`src/rtl/apb_rd_pkg.sv`:
```
package apb_rd_pkg;

    typedef enum logic [1:0] {
        PH_IDLE   = 2'd0,
        PH_SETUP  = 2'd1,
        PH_ACCESS = 2'd2
    } rd_phase_e;

endpackage

```
`src/rtl/rd_phase_fsm.sv`:
```
module rd_phase_fsm
    import apb_rd_pkg::*;
(
    input  logic clk,
    input  logic rst_n,
    input  logic start,
    input  logic pready,
    output logic idle,
    output logic accept,
    output logic sel,
    output logic enable
);

    rd_phase_e state_q;
    rd_phase_e state_d;

    // state register
    always_ff @(posedge clk or negedge rst_n) begin
        if (!rst_n) begin
            state_q <= PH_IDLE;
        end else begin
            state_q <= state_d;
        end
    end

    // next state
    always_comb begin
        state_d = state_q;
        unique case (state_q)
            PH_IDLE:   if (start) state_d = PH_SETUP;
            PH_SETUP:  state_d = PH_ACCESS;
            PH_ACCESS: if (pready) state_d = PH_IDLE;
            default:   state_d = PH_IDLE;
        endcase
    end

    // outputs
    always_comb begin
        idle   = 1'b0;
        sel    = 1'b0;
        enable = 1'b0;
        unique case (state_q)
            PH_IDLE:   idle = 1'b1;
            PH_SETUP:  sel  = 1'b1;
            PH_ACCESS: begin
                sel    = 1'b1;
                enable = 1'b1;
            end
            default: idle = 1'b0;
        endcase
    end

    assign accept = idle & start;

    AST_SETUP_ONE_CYCLE: assert property (@(posedge clk) disable iff (!rst_n)
        (sel && !enable) |=> (sel && enable));

    AST_WAIT_HOLDS_BUS: assert property (@(posedge clk) disable iff (!rst_n)
        (sel && enable && !pready) |=> (sel && enable));

    AST_IDLE_AFTER_END: assert property (@(posedge clk) disable iff (!rst_n)
        (sel && enable && pready) |=> (idle && !sel && !enable));

endmodule

```
`src/rtl/rd_addr_hold.sv`:
```
module rd_addr_hold #(
    parameter int ADDR_W = 12
) (
    input  logic              clk,
    input  logic              rst_n,
    input  logic              load,
    input  logic [ADDR_W-1:0] addr_in,
    output logic [ADDR_W-1:0] addr_q
);

    always_ff @(posedge clk or negedge rst_n) begin
        if (!rst_n) begin
            addr_q <= '0;
        end else if (load) begin
            addr_q <= addr_in;
        end
    end

endmodule

```
`src/rtl/rd_data_capture.sv`:
```
module rd_data_capture #(
    parameter int DATA_W = 32
) (
    input  logic              clk,
    input  logic              rst_n,
    input  logic              sel,
    input  logic              enable,
    input  logic              ready,
    input  logic              write,
    input  logic [DATA_W-1:0] bus_data,
    output logic [DATA_W-1:0] result_q,
    output logic              done_q
);

    logic commit;

    // full handshake term, never the access phase alone
    assign commit = sel & enable & ready & ~write;

    always_ff @(posedge clk or negedge rst_n) begin
        if (!rst_n) begin
            result_q <= '0;
            done_q   <= 1'b0;
        end else begin
            done_q <= commit;
            if (commit) begin
                result_q <= bus_data;
            end
        end
    end

    AST_DONE_PULSE: assert property (@(posedge clk) disable iff (!rst_n)
        done_q |=> !done_q);

    AST_RESULT_HOLD: assert property (@(posedge clk) disable iff (!rst_n)
        !(sel && enable && ready) |=> $stable(result_q));

endmodule

```
`src/rtl/apb_rd_capture.sv`:
```
module apb_rd_capture
    import apb_rd_pkg::*;
#(
    parameter int ADDR_W = 12,
    parameter int DATA_W = 32
) (
    input  logic              clk,
    input  logic              rst_n,
    input  logic              req_valid,
    input  logic [ADDR_W-1:0] req_addr,
    output logic              req_ready,
    output logic              psel,
    output logic              penable,
    output logic              pwrite,
    output logic [ADDR_W-1:0] paddr,
    input  logic [DATA_W-1:0] prdata,
    input  logic              pready,
    output logic [DATA_W-1:0] rd_data,
    output logic              rd_done
);

    logic take;

    assign pwrite = 1'b0;

    rd_phase_fsm u_fsm (
        .clk    (clk),
        .rst_n  (rst_n),
        .start  (req_valid),
        .pready (pready),
        .idle   (req_ready),
        .accept (take),
        .sel    (psel),
        .enable (penable)
    );

    rd_addr_hold #(.ADDR_W(ADDR_W)) u_addr (
        .clk     (clk),
        .rst_n   (rst_n),
        .load    (take),
        .addr_in (req_addr),
        .addr_q  (paddr)
    );

    rd_data_capture #(.DATA_W(DATA_W)) u_cap (
        .clk      (clk),
        .rst_n    (rst_n),
        .sel      (psel),
        .enable   (penable),
        .ready    (pready),
        .write    (pwrite),
        .bus_data (prdata),
        .result_q (rd_data),
        .done_q   (rd_done)
    );

    AST_ADDR_STABLE: assert property (@(posedge clk) disable iff (!rst_n)
        (psel && penable) |-> $stable(paddr));

    AST_ACCEPT_TO_SETUP: assert property (@(posedge clk) disable iff (!rst_n)
        (req_valid && req_ready) |=> (psel && !penable && !req_ready));

endmodule

```
`config.mk`:
```
export PLATFORM = sky130hd
export DESIGN_NAME = apb_rd_capture
export DESIGN_NICKNAME = d
export VERILOG_FILES = /design/src/rtl/apb_rd_pkg.sv /design/src/rtl/rd_phase_fsm.sv /design/src/rtl/rd_addr_hold.sv /design/src/rtl/rd_data_capture.sv /design/src/rtl/apb_rd_capture.sv
export SDC_FILE = /design/constraint.sdc
export NUM_CORES = 1
export LEC_CHECK = 0
export BUFFER_PORTS_ARGS = -buffer_cell sky130_fd_sc_hd__buf_2
export CAP_MARGIN = 20
export CELL_PAD_IN_SITES_DETAIL_PLACEMENT = 1
export CELL_PAD_IN_SITES_GLOBAL_PLACEMENT = 1
export CORE_MARGIN = 2
export CORE_UTILIZATION = 25
export CTS_CLUSTER_SIZE = 10
export DETAILED_ROUTE_END_ITERATION = 10
export GPL_TIMING_DRIVEN = 0
export PLACE_DENSITY = 0.66
export SYNTH_ARGS = -nofsm -noshare
export SYNTH_HDL_FRONTEND = slang
export SYNTH_HIERARCHICAL = 1
export SYNTH_SLANG_ARGS = --single-unit
```
`constraint.sdc`:
```
create_clock -name clk -period 2.43 [get_ports clk]
set_clock_uncertainty 0.2 [all_clocks]
set_input_delay 0.1215 -clock clk [delete_from_list [all_inputs] [get_ports clk]]
set_output_delay 0.1215 -clock clk [all_outputs]
set_load 0.05 [all_outputs]
```
==> results.yml, run 1 <==
clock_network:
  clock_tree.htree_level_count: 2
  clkSlewWorstSetupHoldPaths_ns: 0.08
  clock-sinks: 47
  post_cts.repair.setup_buffers: 0
  insertion_delay_ns: 0.29
  clk_root_buffer_cell: "clkbuf_8"
  tritoncts: "built"
  cts_hold_buffers: 45
  post_cts_resized: 0
  cts_made_buffers: 5
  cts_buffer_depth: 2
grt:
  number_of_antenna_violations_at_the_first_check_in_global_routing: 0
  grt_overflow_total: 0
  grt.met3_usage: 0.0241
  groute.layer.met2.usage: 0.219
  grt_usage: 0.120
  grt_first_pass_wirelength_microns: 8030
  met1_usage: 0.137
  top_usage_layer: "met2"
  largest_net_degree_at_the_start_of_global_routing: 48
  grt_pass1_vias: 1588
timing:
  timing.final.hold_violations: 0
  min_period_ns: 1.84
  worst-slew-pin-transition_ns: 0.518
  fin_setup_tns_ns: 0
  final-max-slew-violation-count: 0
  worst_slew_margin_rel: 0.654
  rsz_0062_raised_after_global_routing: "no"
  setup_viol_count_final: 0
  max_clock_freq_ghz: 0.545
  layout_worst_path_cycle_share: 0.756
  finalWorstSetupSlack_ns: 0.594
layout:
  stdcell_count: 362
  finalNetCount: 312
  layout.cells.most_common: "buf_2"
  diodes: 0
  most-common-layout-cells: "buf_2, dfrtp_1, dlygate4sd3_1, mux2_4, mux2_2"
  area_growth_pct: 58.0
  post_route_cells_drive_above_1_share: 0.604
  fillerInstances: 839
min_path:
  worstHoldPathCells: 3
  timing.hold.worst.class: "input pin to flop"
logic_synthesis:
  synth_largest_area_cell: "dfrtp_1"
  synth_xor_area_frac: 0
  synth_compound_gate_area_share: 0.00623
  synth-adder-area-share: 0.0249
  synth_sequential_area_ratio: 0.585
  yosys_warnings: 6
  postSynthAreaPerCell_sq_um: 18.1
  ys_seq_elements: 47
  yosysUniqueCellTypes: 11
  synth_top_family_by_area: "multiplexers"
  synth_simple_gate_area_frac: 0.0156
  syn_inst: 111
  synth.cell_area_sq_mm: 0.00201
  netlist_top_cells_area: "dfrtp_1, mux2_4, mux2_2"
  synth_top_area_frac: 0.585
  synth_mux_area_frac: 0.331
drt:
  detailroute.via_count: 1462
  dr.first_iter.drc_count: 30
  drtAntennaViolNets: 0
  drt_wl_total_microns: 5020
  drc: 0
  drt_pass1_iterations: 2
  post_drt_wl_per_cell_microns: 13.9
  avg_vias_per_cell: 4.04
setup_path:
  endpoint_kind: "flop"
  critPathArrivalTime_ns: 1.81
  path_cells: "inv_1 -> ha_1 -> nand4b_4 -> buf_6 -> mux2_4"
  timing.critical_path.fanout_max: 10
  timing.critical_path.from_type: "flop"
  reg2reg_depth: 5
  reg2reg_slack_ns: 0.59
  critical_path_required_ns: 2.41
  classification_of_the_worst_setup_path: "flop to flop"
  critPathSlowestCell: "dfrtp_1"
  cpPeakStageDelay_ns: 0.38
status:
  outcome: "complete, no violations"
floorplanning:
  core-area_sq_mm: 0.00777
  number_of_cell_rows: 32
  floorplan.initialDensity: 0.259
  floorplan.die.width_microns: 93.7
  die_area_sq_mm: 0.00877
  pin_count: 97
  floorplan.die.height_microns: 93.7
place:
  place_congestion: 0.647
  placement.setup.worst_slack_ns: 0.580
  portBuffers: 95
  dp_hpwl_microns: 3300
  placedCellCount: 309
pwr:
  p_leak_nw: 1.73
  vdd.ir_drop.worst_mv: 0.578
  cellPowerDensity_mw_per_mm2: 1400
  power_w: 0.00443
flow_run:
  cap_viol_max_count: 0
[worst paths after layout]
path | from | end
max | u_fsm/state_q[1] | u_cap/result_q[0]
min | req_valid | u_fsm/state_q[1]
max reg2reg | u_fsm/state_q[1] | u_cap/result_q[0]
min reg2reg | u_addr/addr_q[0] | u_addr/addr_q[0]
max in group asynchronous | rst_n | u_cap/result_q[14]
min in group asynchronous | rst_n | u_addr/addr_q[5]
[cells in the mapped netlist, drive strengths merged]
library cell	number
and2	1
buf	5
conb	1
dfrtp	47
ha	4
inv	5
mux2	46
nand4b	1
o22ai	1
[where the power goes]
part / internal, W / total [W] / switching, W
sequential: 0.00114 / 0.00133 / 0.000192
combinational: 0.000878 / 0.00263 / 0.00176
clock: 0.000223 / 0.000467 / 0.000243
[state kept, by name, summed over array words and instances (netlist names)]
| register | flops |
|---|---|
| u_cap/done_q | 1 |
| u_fsm/state_q | 2 |
| u_addr/addr_q | 12 |
| u_cap/result_q | 32 |
[critical path, delay by kind of cell, from the launching register on]
family,cells,cell delay [ns]
multiplexers,1,0.31
flip-flops,1,0.38
adder cells (fa/ha/maj),1,0.33
AND/OR/NAND/NOR,1,0.19
buffers and inverters,2,0.30
[layer usage]
| metal | wire, microns | vias up |
|---|---|---|
| met2 | 2680 | 55 |
| met5 | 0 | - |
| met1 | 2050 | 731 |
| met3 | 216 | 5 |
| met4 | 78 | 0 |
| li1 | - | 671 |
[final cells by class]
type                    instances  area, sq um  area share
multi-input cells              55          766       0.241
flip-flops and latches         47         1180       0.371
repair buffers                141          946       0.298
inverters                       5         18.8     0.00591
plain buffers                   5         52.6      0.0166
clock buffers                   6         82.6      0.0260
clock inverters                 1         5.00     0.00158
well taps                     102          128      0.0402
[cell families after synthesis]
kind of cell             after synthesis
buffers and inverters                 10
multiplexers                          46
flip-flops                            47
AND/OR/NAND/NOR                        2
other                                  1
adder cells (fa/ha/maj)                4
AO/OA/AOI/OAI                          1
[stage by stage]
| stage | hold slack [ns] | cell area (sq um) | utilization |
|---|---|---|---|
| 6_report | 0.0497 | 3170 | 0.409 |
| 5_1_grt | 0.0458 | 3170 | 0.409 |
| 4_1_cts | 0.0387 | 3150 | 0.406 |
| 3_5_place_dp | 0.156 | 2620 | 0.337 |
| 3_3_place_gp | 0.152 | 2620 | 0.337 |
| 2_1_floorplan | -0.374 | 2010 | - |
Note: power is estimated with default switching activity, not from simulation.
==> run 2: changes to the inputs <==
ABC_AREA = 1   (was default)
PLACE_DENSITY = 0.72   (was 0.66)
clock period = 1.86 ns   (was 2.43 ns; I/O delays follow)
==> results.yml, run 2 <==
place:
  dp_hpwl_microns: 3950
  placedCellCount: 416
  place_congestion: 0.673
  portBuffers: 95
logic_synthesis:
  netlist_top_cells_area: "dfrtp_1, nand2_1, nand3_1"
  synth_largest_area_cell: "dfrtp_1"
  syn_inst: 218
  postSynthAreaPerCell_sq_um: 9.04
  ys_top_cells_by_count: "nand2_1, dfrtp_1, nand3_1, inv_1, buf_4"
  synth.cell_area_sq_mm: 0.00197
  yosys_warnings: 6
  ys_dominant_reg_cell: "dfrtp_1"
  synth_enable_flop_cells: 0
  async_reset_ff_frac: 1.00
  yosysUniqueCellTypes: 13
  synthMostInstantiatedCell: "nand2_1"
  ys_seq_elements: 47
  synth_sequential_area_ratio: 0.597
  synth_top_area_frac: 0.597
clock_network:
  clk_root_buffer_cell: "clkbuf_8"
  clock-sinks: 47
  tritoncts: "built"
  cts_buffer_depth: 2
  cts_made_buffers: 5
  insertion_delay_ns: 0.30
  clkSlewWorstSetupHoldPaths_ns: 0.09
  clock_tree.htree_level_count: 2
layout:
  post_route_cells_drive_above_1_share: 0.340
  largest_register: "u_cap/result_q"
  biggestRegsByFlops: "u_cap/result_q: 32 flops, u_addr/addr_q: 12 flops, u_fsm/state_q: 2 flops"
  post-route-util: 0.415
  most-common-layout-cells: "nand2_1, buf_2, dlygate4sd3_1, dfrtp_1, nand3_1"
  layout.cells.most_common: "nand2_1"
  max_reg_flops: 32
  finalNetCount: 424
  stdcell_count: 475
  diodes: 0
  area_growth_pct: 61.8
grt:
  grt_pass1_vias: 2197
  grt_first_pass_wirelength_microns: 10200
  number_of_antenna_violations_at_the_first_check_in_global_routing: 0
  largest_net_degree_at_the_start_of_global_routing: 48
  grt_usage: 0.148
  grt_overflow_total: 0
flow_run:
  cap_viol_max_count: 0
status:
  outcome: "complete, no violations"
floorplanning:
  pin_count: 97
  core-area_sq_mm: 0.00769
  floorplan.die.height_microns: 92.8
  number_of_cell_rows: 32
  floorplan.initialDensity: 0.256
  die_area_sq_mm: 0.00861
  floorplan.die.width_microns: 92.8
timing:
  layout_worst_path_cycle_share: 0.962
  setup_viol_count_final: 0
  max_clock_freq_ghz: 0.559
  min_period_ns: 1.79
  worst-slew-pin-transition_ns: 0.506
  final-max-slew-violation-count: 0
  worst_slew_margin_rel: 0.662
  timing.final.hold_violations: 0
drt:
  top_layer: "met4"
  avg_vias_per_cell: 4.17
  drc: 0
  detailroute.via_count: 1983
  drtAntennaViolNets: 0
  drt_wl_total_microns: 6250
  dr_wl_met3_microns: 326
  drt_pass1_iterations: 4
  dr.first_iter.drc_count: 72
  met2RoutedLength_microns: 3090
  routedLengthMet1_microns: 2750
  post_drt_wl_per_cell_microns: 13.2
setup_path:
  cpPeakStageDelay_ns: 0.56
  path_cells: "buf_4 -> ha_4 -> nand2_2 -> nand3_1 -> dlygate4sd3_1 -> nand2_1"
  reg2reg_slack_ns: 0.07
  rr_startpoint: "u_fsm/state_q[1]"
  critPathArrivalTime_ns: 1.82
  worstPathBufferInverterCount: 2
  classification_of_the_worst_setup_path: "flop to flop"
  timing.critical_path.from_type: "flop"
  timing.critical_path.fanout_max: 3
  critPathSlowestCell: "dlygate4sd3_1"
  critPathTopFamily: "buffers and inverters"
  endpoint_kind: "flop"
  critical_path_required_ns: 1.90
  rr_endpoint: "u_fsm/state_q[0]"
  reg2reg_depth: 6
pwr:
  cellPowerDensity_mw_per_mm2: 1770
  vdd.ir_drop.worst_mv: 0.834
  p_leak_nw: 1.83
min_path:
  timing.hold.worst.class: "input pin to async pin"
run 2: changes by cell type after synthesis, moves of 2 or more:
cell,before,now
buf_2,0,3
inv_1,5,7
inv_2,0,2
nand2_2,0,3
buf_4,1,5
mux2_4,39,0
nand2_1,0,106
mux2_2,7,0
nand3_1,0,34
run 2: layout make-up:
cell class / count / area, sq um
plain buffers: 12 / 97.6
clock buffers: 7 / 76.3
fillers: 928 / 4500
well taps: 102 / 128
inverters: 9 / 33.8
repair buffers: 146 / 991
multi-input cells: 151 / 682
flip-flops and latches: 47 / 1180
clock inverters: 1 / 5.00
run 2: worst max-delay path by stage:
stage / endpoint / startpoint / cells after the start
global placement: u_cap/result_q[7] / u_fsm/state_q[0] / 7
detailed placement: u_cap/result_q[14] / u_fsm/state_q[0] / 7
finish: u_fsm/state_q[0] / u_fsm/state_q[1] / 6
CTS: u_fsm/state_q[0] / u_fsm/state_q[0] / 6
global route: u_fsm/state_q[0] / u_fsm/state_q[1] / 6
floorplan: u_cap/result_q[0] / u_fsm/state_q[0] / 8
run 2: metal layers:
layer  global-route usage  vias up
met5                    0        -
met4               0.0380        0
met3               0.0366        9
met2                0.265       72
met1                0.177      925
li1                     -      977
run 2: kinds of logic (layout without fill, tap and decap cells):
group	Yosys count	after routing	synth area share
and+or+nand+nor	145	145	0.309
DFF	47	47	0.597
buffers and inverters	21	175	0.0667
adders and majority gates	4	4	0.0254
other	1	2	0.00190
run 2: worst register-to-register path: cells and delay by family, from the launching register on:
| family | cells | cell delay, ns |
|---|---|---|
| fa+ha+maj | 1 | 0.16 |
| buf+inv | 2 | 0.71 |
| flops | 1 | 0.41 |
| simple gates | 3 | 0.24 |
run 2: timing repair:
item / 4_1_cts / 5_1_grt
setup endpoints to repair: 0 / 1
hold buffers: 48 / 0
gates resized for setup: 0 / 5
endpoints found under the hold margin: 93 / 0
setup buffers: 0 / 2
run 2: report_power, final:
part           switching, W  internal [W]
logic               0.00254      0.000789
clock network      0.000331      0.000264
registers          0.000246       0.00148
total               0.00311       0.00254
run 2: metrics by stage:
step                setup TNS, ns  setup WS, ns  instance area, sq um  total power (W)  hold slack, ns
global placement                0         0.196                  2580          0.00485          0.0999
floorplan                       0       0.00373                  1970          0.00412          -0.403
CTS                             0        0.0621                  3140          0.00563           0.276
detailed placement              0         0.188                  2580          0.00491           0.103
finish                          0        0.0715                  3190          0.00565          0.0998
global route              -0.0382       -0.0382                  3190          0.00603           0.138
